[config.mk]
export PLATFORM = sky130hd
export DESIGN_NAME = word_aligner
export DESIGN_NICKNAME = d
export VERILOG_FILES = /design/src/rtl/wa_pkg.sv /design/src/rtl/wa_window.sv /design/src/rtl/wa_matcher.sv /design/src/rtl/wa_sync_fsm.sv /design/src/rtl/word_aligner.sv
export SDC_FILE = /design/constraint.sdc
export NUM_CORES = 1
export LEC_CHECK = 0
export ABC_CLOCK_PERIOD_IN_PS = 5700
export BUFFER_PORTS_ARGS = -buffer_cell sky130_fd_sc_hd__buf_2
export CORE_ASPECT_RATIO = 0.6
export CORE_MARGIN = 3
export CORE_UTILIZATION = 58
export DETAILED_ROUTE_END_ITERATION = 16
export PLACE_DENSITY = 0.79
export SLEW_MARGIN = 20
export SYNTH_ARGS = -nofsm -noshare
export SYNTH_HDL_FRONTEND = slang
export SYNTH_HIERARCHICAL = 1
export SYNTH_SLANG_ARGS = --single-unit
export TNS_END_PERCENT = 50
[constraint.sdc]
create_clock -name clk -period 5.7 [get_ports clk]
set_input_delay 0.855 -clock clk [delete_from_list [all_inputs] [get_ports clk]]
set_output_delay 0.855 -clock clk [all_outputs]
set_load 0.01 [all_outputs]
[src/rtl/wa_pkg.sv]
// Shared constants and mode encoding for the word aligner.
// Assumes a 10-bit symbol datapath carrying 8B/10B code groups.
package wa_pkg;
    typedef enum logic [1:0] {
        MODE_MANUAL = 2'd0,
        MODE_SLIP   = 2'd1,
        MODE_AUTO   = 2'd2,
        MODE_SPARE  = 2'd3
    } wa_mode_e;

    // Comma code group for both running disparities, earliest bit in bit 9.
    localparam logic [9:0] COMMA_NEG = 10'b0011111010;
    localparam logic [9:0] COMMA_POS = 10'b1100000101;
endpackage

[src/rtl/wa_window.sv]
// Holds the previous input word and exposes every candidate boundary
// of the two-word window. Assumes the earliest received bit is the MSB.
module wa_window #(
    parameter int W = 10
) (
    input  logic                clk,
    input  logic                rst_n,
    input  logic [W-1:0]        rx_word,
    output logic [W-1:0][W-1:0] cand
);
    logic [W-1:0]   prev_q;
    logic [2*W-1:0] win;

    // Keep the last word so a boundary may straddle two inputs.
    always_ff @(posedge clk) begin
        if (!rst_n) prev_q <= '0;
        else        prev_q <= rx_word;
    end

    assign win = {prev_q, rx_word};

    // One slice per offset: offset k starts k bits into the older word.
    for (genvar k = 0; k < W; k++) begin : g_cand
        assign cand[k] = win[2*W-1-k -: W];
    end
endmodule

[src/rtl/wa_matcher.sv]
// Compares every candidate against two patterns at full or short length.
// Assumes the short compare keeps the SHORT_LEN most significant bits.
module wa_matcher #(
    parameter int W         = 10,
    parameter int SHORT_LEN = 7
) (
    input  logic [W-1:0][W-1:0] cand,
    input  logic [W-1:0]        pat_a,
    input  logic [W-1:0]        pat_b,
    input  logic                len_short,
    output logic [W-1:0]        hit
);
    localparam logic [W-1:0] SHORT_MASK = {{SHORT_LEN{1'b1}}, {(W-SHORT_LEN){1'b0}}};

    logic [W-1:0] mask;
    assign mask = len_short ? SHORT_MASK : '1;

    // Parallel compare at every offset against either pattern.
    for (genvar k = 0; k < W; k++) begin : g_cmp
        assign hit[k] = (((cand[k] ^ pat_a) & mask) == '0) ||
                        (((cand[k] ^ pat_b) & mask) == '0);
    end
endmodule

[src/rtl/wa_sync_fsm.sv]
// Lock acquisition and loss tracking for automatic mode.
// Assumes ACQ_N >= 2 and that inputs describe the current cycle's window.
module wa_sync_fsm #(
    parameter int ACQ_N     = 3,
    parameter int LOSS_N    = 4,
    parameter int FORGIVE_N = 4
) (
    input  logic clk,
    input  logic rst_n,
    input  logic en,
    input  logic comma_found,
    input  logic same_off,
    input  logic word_err,
    output logic sync
);
    localparam int AW = $clog2(ACQ_N + 1);
    localparam int EW = $clog2(LOSS_N + 1);
    localparam int GW = $clog2(FORGIVE_N + 1);

    logic [AW-1:0] acq_q;
    logic [EW-1:0] err_q;
    logic [GW-1:0] good_q;
    logic          sync_q;

    // Count commas while hunting, then balance errors against good words.
    always_ff @(posedge clk) begin
        if (!rst_n || !en) begin
            acq_q  <= '0;
            err_q  <= '0;
            good_q <= '0;
            sync_q <= 1'b0;
        end else if (!sync_q) begin
            if (comma_found) begin
                if (acq_q != '0 && same_off) begin
                    if (acq_q == AW'(ACQ_N - 1)) begin
                        sync_q <= 1'b1;
                        acq_q  <= '0;
                        err_q  <= '0;
                        good_q <= '0;
                    end else begin
                        acq_q <= acq_q + AW'(1);
                    end
                end else begin
                    acq_q <= AW'(1);
                end
            end else begin
                acq_q <= '0;
            end
        end else if (word_err) begin
            good_q <= '0;
            if (err_q == EW'(LOSS_N - 1)) begin
                sync_q <= 1'b0;
                err_q  <= '0;
                acq_q  <= '0;
            end else begin
                err_q <= err_q + EW'(1);
            end
        end else if (err_q != '0) begin
            if (good_q == GW'(FORGIVE_N - 1)) begin
                err_q  <= err_q - EW'(1);
                good_q <= '0;
            end else begin
                good_q <= good_q + GW'(1);
            end
        end
    end

    assign sync = sync_q;

    AST_ERR_BOUND: assert property (@(posedge clk) disable iff (!rst_n)
        err_q < EW'(LOSS_N));
    AST_SYNC_GAIN: assert property (@(posedge clk) disable iff (!rst_n)
        $rose(sync_q) |-> $past(comma_found && same_off && en));
    AST_SYNC_LOSS: assert property (@(posedge clk) disable iff (!rst_n)
        $fell(sync_q) |-> ($past(word_err) || !$past(en)));
endmodule

[src/rtl/word_aligner.sv]
// Top of the aligner: boundary selection for manual, slip and automatic
// modes, and the registered output stage. Assumes W = 10 for the comma.
module word_aligner
    import wa_pkg::*;
#(
    parameter int W         = 10,
    parameter int SHORT_LEN = 7,
    parameter int ACQ_N     = 3,
    parameter int LOSS_N    = 4,
    parameter int FORGIVE_N = 4
) (
    input  logic         clk,
    input  logic         rst_n,
    input  logic [W-1:0] rx_word,
    input  logic [1:0]   mode,
    input  logic [W-1:0] cfg_pattern,
    input  logic         cfg_len7,
    input  logic         align_req,
    input  logic         slip_req,
    output logic [W-1:0] aligned_word,
    output logic         pattern_det,
    output logic         synced
);
    localparam int OW = $clog2(W);
    localparam int CW = $clog2(W + 1);

    logic [W-1:0][W-1:0] cand;
    logic [W-1:0]        hit;
    logic [W-1:0]        pat_a, pat_b;
    logic                len_s, is_auto, is_slip, is_man;
    logic                req_q, slip_q, req_rise, slip_rise;
    logic                armed_q, armed_nxt;
    logic [OW-1:0]       off_q, off_nxt, first_hit;
    logic                any_hit, same_off, word_err, sync_w;
    logic [CW-1:0]       ones;

    assign is_auto = (mode == MODE_AUTO);
    assign is_slip = (mode == MODE_SLIP);
    assign is_man  = !is_auto && !is_slip;

    assign pat_a = is_auto ? COMMA_NEG : cfg_pattern;
    assign pat_b = is_auto ? COMMA_POS : cfg_pattern;
    assign len_s = is_auto ? 1'b1 : cfg_len7;

    wa_window #(.W(W)) u_win (
        .clk(clk), .rst_n(rst_n), .rx_word(rx_word), .cand(cand)
    );

    wa_matcher #(.W(W), .SHORT_LEN(SHORT_LEN)) u_match (
        .cand(cand), .pat_a(pat_a), .pat_b(pat_b), .len_short(len_s), .hit(hit)
    );

    // Lowest matching offset wins.
    always_comb begin
        first_hit = '0;
        for (int k = W - 1; k >= 0; k--) begin
            if (hit[k]) first_hit = OW'(k);
        end
    end

    assign any_hit  = |hit;
    assign same_off = (first_hit == off_q);

    // Ones count of the word at the held boundary, for code error checks.
    always_comb begin
        ones = '0;
        for (int k = 0; k < W; k++) ones = ones + CW'(cand[off_q][k]);
    end

    assign word_err = (ones < CW'(W/2 - 1)) || (ones > CW'(W/2 + 1));

    // Request edge detectors so a held level acts once.
    always_ff @(posedge clk) begin
        if (!rst_n) begin
            req_q  <= 1'b0;
            slip_q <= 1'b0;
        end else begin
            req_q  <= align_req;
            slip_q <= slip_req;
        end
    end

    assign req_rise  = align_req && !req_q;
    assign slip_rise = slip_req && !slip_q;

    wa_sync_fsm #(.ACQ_N(ACQ_N), .LOSS_N(LOSS_N), .FORGIVE_N(FORGIVE_N)) u_sync (
        .clk(clk), .rst_n(rst_n), .en(is_auto), .comma_found(any_hit),
        .same_off(same_off), .word_err(word_err), .sync(sync_w)
    );

    // Next boundary offset and manual search arming per mode.
    always_comb begin
        off_nxt   = off_q;
        armed_nxt = armed_q;
        if (is_man) begin
            if (armed_q || req_rise) begin
                if (any_hit) begin
                    off_nxt   = first_hit;
                    armed_nxt = 1'b0;
                end else begin
                    armed_nxt = 1'b1;
                end
            end
        end else if (is_slip) begin
            armed_nxt = 1'b0;
            if (slip_rise) off_nxt = (off_q == OW'(W-1)) ? '0 : off_q + OW'(1);
        end else begin
            armed_nxt = 1'b0;
            if (!sync_w && any_hit) off_nxt = first_hit;
        end
    end

    // Boundary state and registered output stage.
    always_ff @(posedge clk) begin
        if (!rst_n) begin
            off_q        <= '0;
            armed_q      <= 1'b0;
            aligned_word <= '0;
            pattern_det  <= 1'b0;
        end else begin
            off_q        <= off_nxt;
            armed_q      <= armed_nxt;
            aligned_word <= cand[off_nxt];
            pattern_det  <= hit[off_nxt];
        end
    end

    assign synced = sync_w;

    AST_OFF_RANGE: assert property (@(posedge clk) disable iff (!rst_n)
        off_q < OW'(W));
    AST_SLIP_STEP: assert property (@(posedge clk) disable iff (!rst_n)
        (is_slip && slip_rise) |=>
        off_q == (($past(off_q) == OW'(W-1)) ? OW'(0) : $past(off_q) + OW'(1)));
    AST_MANUAL_HOLD: assert property (@(posedge clk) disable iff (!rst_n)
        (is_man && !armed_q && !req_rise) |=> $stable(off_q));
    AST_LOCK_HOLD: assert property (@(posedge clk) disable iff (!rst_n)
        (is_auto && sync_w) |=> $stable(off_q));
    AST_SYNC_MODE: assert property (@(posedge clk) disable iff (!rst_n)
        !is_auto |=> !synced);
endmodule

# Word-level counts from Yosys, hierarchy flattened
# Index checks and enable logic that the tools add are counted.
# classes
bitwise_logic	40
n_eq_ne	11
mux	52
order_cmp	4
n_reduce_logical	54
add_sub_neg	14
# op_table
op	count
10-bit AND	20
10-bit zero test	20
10-bit bitwise XOR	20
10-bit binary-select mux with 4-bit select	2
4-bit two-way mux	17
10-bit two-way mux	4
3-bit two-way mux	13
4-bit by 1-bit adder with 4-bit output	6
1-bit logical OR	13
2-bit two-way mux	6
4-bit by 5-bit < comparator with 1-bit output (second input constant)	2
10-bit OR reduction	1
1-bit two-way mux	9
2-bit nonzero test	4
3-bit by 1-bit adder with 3-bit output (second input constant)	2
3-bit by 2-bit equality test with 1-bit output (second input constant)	2
1-bit zero test	6
3-bit by 2-bit inequality test with 1-bit output (second input constant)	2
1-bit logical AND	5
5-bit AND reduction	1
3-bit by 1-bit adder with 4-bit output	1
4-bit by 1-bit adder with 4-bit output (second input constant)	1
1-bit binary-select mux with 4-bit select	1
2-bit equality test (second input constant)	2
14 further kinds	15
# totals
ff_bits	37
word_cells	186
in_bits	27
out_inout_bits	12

# Depth between registers and ports, before layout
# depth
word_depth	21
ltp_mapped	22
ltp_nobuf	20

# By module
# Netlist, hierarchy kept.
# by_module_without_submodules
module	cells_each	area_per_inst_um2	n_inst	seq_area_each_um2
word_aligner	323	3025.4	1	360.3
wa_matcher	300	2422.3	1	0.0
wa_window	110	938.4	1	200.2
wa_sync_fsm	58	506.7	1	180.2

# Least setup slack after synthesis
# OpenSTA, ideal clock, no wires.
# synth_timing
kind	reg-to-reg
startpoint	register off_q[0]
endpoint	register u_sync.good_q[0]
required_time_ns	5.630
path_stages_with_launch	20
n_path_buf	3
synth_period_minus_slack_ns	5.805
arrival_ns	5.735
slack_ns	-0.105
path_cell_list	dfxtp_1 -> buf_2 -> buf_2 -> buf_1 -> mux4_2 -> nand2_1 -> o21ai_0 -> fa_1 -> fa_1 -> inv_1 -> fa_1 -> inv_1 -> ha_1 -> fa_1 -> nor2b_1 -> o21ai_0 -> or3b_1 -> a32oi_2 -> or4_1 -> a21oi_1
# synth_between
elab_chain_len	15
elab_cells_between_ends	21
# synth_lines
item	line_no	source
start: declaration	word_aligner.sv:33	logic [OW-1:0] off_q, off_nxt, first_hit;
start signal: assignment	word_aligner.sv:121	off_q <= off_nxt;
10-bit binary-select mux with 4-bit select *	word_aligner.sv:67	for (int k = 0; k < W; k++) ones = ones + CW'(cand[off_q][k]);
10-bit two-way mux (implied by the code) *	word_aligner.sv:67	
1-bit by 1-bit adder with 2-bit output	word_aligner.sv:67	
2-bit by 1-bit adder with 3-bit output	word_aligner.sv:67	
3-bit by 1-bit adder with 4-bit output	word_aligner.sv:67	
4-bit by 1-bit adder with 4-bit output (5 in series)	word_aligner.sv:67	
4-bit by 1-bit adder with 4-bit output *	word_aligner.sv:67	
4-bit by 3-bit < comparator with 1-bit output / 4-bit by 3-bit greater-than comparator with 1-bit output (equally long branches)	word_aligner.sv:70	assign word_err = (ones < CW'(W/2 - 1)) || (ones > CW'(W/2 + 1));
1-bit logical OR *	word_aligner.sv:70	
named net word_err	word_aligner.sv:34	logic any_hit, same_off, word_err, sync_w;
3-bit by 2-bit inequality test with 1-bit output (no line) / 3-bit two-way mux (equally long branches)	--	
4-bit AND reduction (no line) / 3-bit two-way mux (equally long branches)	--	
end signal: assignment	wa_sync_fsm.sv:63	good_q <= good_q + GW'(1);
end: declaration	wa_sync_fsm.sv:22	logic [GW-1:0] good_q;
# The timed path passes the listed nets; every way through them passes the cells marked *. The select of a mux whose other input is x is not followed.
# A chain may end at the register's enable or synchronous reset.

# Worst setup path after layout
# layout_timing
startpoint	input port mode[0]
endpoint	register aligned_word[0]
# layout_between
elab_cells_between_ends	98
# layout_lines
item	line_no	source
start: declaration	word_aligner.sv:15	input logic [1:0] mode,
2-bit equality test *	word_aligner.sv:37	assign is_auto = (mode == MODE_AUTO);
named net is_auto	word_aligner.sv:30	logic len_s, is_auto, is_slip, is_man;
10-bit two-way mux *	word_aligner.sv:41	assign pat_a = is_auto ? COMMA_NEG : cfg_pattern;
named net pat_a[4]	word_aligner.sv:29	logic [W-1:0] pat_a, pat_b;
10-bit bitwise XOR *	wa_matcher.sv:20	assign hit[k] = (((cand[k] ^ pat_a) & mask) == '0) ||
10-bit AND *	wa_matcher.sv:20	
10-bit zero test *	wa_matcher.sv:20	
1-bit logical OR *	wa_matcher.sv:20	
named net hit[6]	word_aligner.sv:28	logic [W-1:0] hit;
4-bit two-way mux (7 in series)	word_aligner.sv:57	if (hit[k]) first_hit = OW'(k);
4-bit two-way mux (on tied branches)	word_aligner.sv:109, word_aligner.sv:97	
4-bit two-way mux (on tied branches)	word_aligner.sv:104, word_aligner.sv:96	
4-bit two-way mux *	word_aligner.sv:95	if (is_man) begin
10-bit binary-select mux with 4-bit select *	word_aligner.sv:123	aligned_word <= cand[off_nxt];
10-bit two-way mux (implied by the code) *	word_aligner.sv:123	
end signal: assignment	word_aligner.sv:123	
end: declaration	word_aligner.sv:20	output logic [W-1:0] aligned_word,
# Marks and branches as above.

==> run metrics <==
Tightest Hold Check Type=flop to flop; CP Class=input port to flop; clock-pin slew on the worst setup and hold paths=0.06 ns; Post-DP HPWL=14100 microns; number of global-route vias before repair=~5.7k; Pwr Density=192 nW/um^2; run status=complete, no violations; I/O pins=39; syn_area_per_cell=8.71 sq um; Routed wire per std cell=21.3 microns; Hold Buf Count CTS=0; commonest non-fill, non-tap cells in the layout=xnor2_1, xor2_1, buf_4; pre-CTS WS=0.140 ns; CP arrival=5.60 ns; clock buffer depth=2; antenna cells=0; EDFF count, synth=0; crit path to=aligned_word[0]$_SDFF_PN0_; Post-DRT Antenna Nets=0; global-route wire length before repair=between 30000 and 40000 microns; CP required=5.85 ns; Clock Latency Late Sink=0.29 ns; CTS tree=built; Crit. Startpoint=mode[0]; num rows=30; flop-to-flop setup slack=0.44 ns; core area=11400 sq um; Pleak=2.54 nW; crit start category=input port; height of the die=90.4 microns; fin area=a little under 7000 sq um; H-tree Lvls=2; Hold Fails Final Rpt=0; Max transition margin=43.2%; Pre-antenna DRT Iters=6; Max-Cap Viols=0; DP Area=6690 sq um; largest net degree at the start of global routing=35; worst r2r src=off_q[1]$_SDFF_PN0_; gpl congestion=0.942; Power, Total=0.00132 W; synthesis-to-finish area growth=-0.0908%; initial antenna violation count=0; fin crit share=a little over nine tenths; routed vias=around 6.0k; IO Port Bufs=38; clock skew=around 0.0055 ns; Max VDD drop=around 0.11 mV; most common cell after layout, fill and taps aside=xnor2_1; cell count of the worst reg-to-reg path=19; Overflow after GRT=0; GRT Total Usage=28.6%; CP endpoint kind=flop; Die W=147 microns; fmax=183 MHz; Synth async-reset ratio=0%; Netlist cell types=65; FF+latch count, synth=37; layout cells sized above 1=25.2%; total clock buffers created by CTS=5; clk root buf=clkbuf_16; routed wire length=19600 microns; Vias/cell=~6.6; Seq/Total Area, Yosys=10.7%; Cells after Synth=791; DIE AREA=13300 sq um; post-layout util=60.2%; final max-slew violation count=0; worst-margin pin slew=0.844 ns; 1st-iter DRT viols=793; worst-path maximum fanout=26; syn_nets=832; Initial Util=roughly 60%; final setup violation count=0; Final nets=798; setup_tns=0 ns; crit path time final=about 5.5 ns; clock tree sinks=37; Mapped Area=6890 sq um; detailed-route DRC error count=0; reg2reg end=u_sync/good_q[0]$_SDFFE_PP0P_; RSZ-0062 raised after global routing=false; post-layout worst setup margin=~0.25 ns; yosys warns=6; main flop type after synthesis=dfxtp_1
[area by class of cell]
cell class | instances | area [sq um]
repair buffers | 96 | 651
well taps | 160 | 200
clock inverters | 2 | 10.0
clock buffers | 6 | 129
inverters | 16 | 60.1
fillers | 953 | 4560
flip-flops and latches | 37 | 744
multi-input cells | 601 | 5090
[registers in the layout, indices dropped and copies added, names as in the netlist]
signal	cells
u_win/prev_q	10
u_sync/sync	1
armed_q	1
pattern_det	1
u_sync/acq_q	2
u_sync/err_q	3
off_q	4
req_q	1
u_sync/good_q	3
aligned_word	10
slip_q	1
[critical path: stages]
cell	delay [ns]
buf_2	0.09
inv_1	0.04
ha_1	0.32
buf_4	0.21
or2_2	0.44
xnor2_1	0.23
nand4_1	0.13
nor4_1	0.57
nand4_1	0.20
nand3_1	0.26
nor2_1	0.06
o31a_1	0.26
o41a_1	0.31
a311oi_1	0.35
a21oi_2	0.08
buf_12	0.19
nand2b_1	0.39
o22ai_1	0.16
o22ai_1	0.41
[timing repair]
item	4_1_cts	5_1_grt
endpoints found under the setup margin	0	5
gates resized for setup	0	2
buffers inserted	0	6
[synth_stat cells (15+ instances only)]
cell,number,area share (%)
nand2_1,16,0.87
mux4_2,20,6.5
nor4_1,21,1.9
buf_4,91,9.9
clkbuf_1,15,0.82
inv_1,15,0.82
a21oi_1,15,1.1
nor2b_1,17,1.5
o21ai_0,22,1.6
o22ai_1,23,2.1
xnor2_1,142,18
dfxtp_1,37,11
nand4_1,42,3.8
mux2_1,17,2.8
xor2_1,62,7.9
mux2_2,38,6.2
nor2_1,23,1.3
[layer usage]
metal  share of wire (%)  global-route usage (%)  up-vias
met5                   0                       0        -
met4                 2.2                    9.62        0
met3                  11                    6.12       51
met2                  44                    41.8      384
met1                  43                    41.7     2927
li1                    -                       -     2676
[stage by stage]
| stage | hold slack (ns) | instances |
|---|---|---|
| final | 0.450 | 918 |
| after global routing | 0.465 | 918 |
| after CTS | 0.454 | 912 |
| after detailed placement | 0.445 | 904 |
| after global placement | 0.437 | 904 |
| after floorplan | 0.426 | 791 |
[how the worst min path moves through the flow]
stage / startpoint / to / slack (ns) / depth (start not counted)
3_3_place_gp: u_sync/good_q[2]$_SDFFE_PP0P_ / u_sync/good_q[2]$_SDFFE_PP0P_ / 0.44 / 1
6_report: u_sync/good_q[2]$_SDFFE_PP0P_ / u_sync/good_q[2]$_SDFFE_PP0P_ / 0.45 / 1
2_1_floorplan: u_sync/good_q[2]$_SDFFE_PP0P_ / u_sync/good_q[2]$_SDFFE_PP0P_ / 0.43 / 1
3_5_place_dp: u_sync/good_q[2]$_SDFFE_PP0P_ / u_sync/good_q[2]$_SDFFE_PP0P_ / 0.45 / 1
4_1_cts: u_sync/good_q[2]$_SDFFE_PP0P_ / u_sync/good_q[2]$_SDFFE_PP0P_ / 0.45 / 1
5_1_grt: u_sync/good_q[2]$_SDFFE_PP0P_ / u_sync/good_q[2]$_SDFFE_PP0P_ / 0.47 / 1
[cells by family after synthesis]
| family | Yosys count | synth area share (%) |
|---|---|---|
| adder cells (fa/ha/maj) | 14 | 3.19 |
| flip-flops | 37 | 10.7 |
| XOR/XNOR | 204 | 25.9 |
| buffers and inverters | 153 | 15.5 |
| AND/OR/NAND/NOR | 184 | 15.8 |
| AO/OA/AOI/OAI | 111 | 11.4 |
| multiplexers | 88 | 17.4 |
[report_power, final]
part / switching [W] / internal (W) / leakage [nW]
combinational: 0.000411 / 0.000332 / 2.17
clock: 0.000119 / 0.000161 / 0.0706
sequential: 0.0000164 / 0.000280 / 0.305
Power figures use the tool's default switching activity.
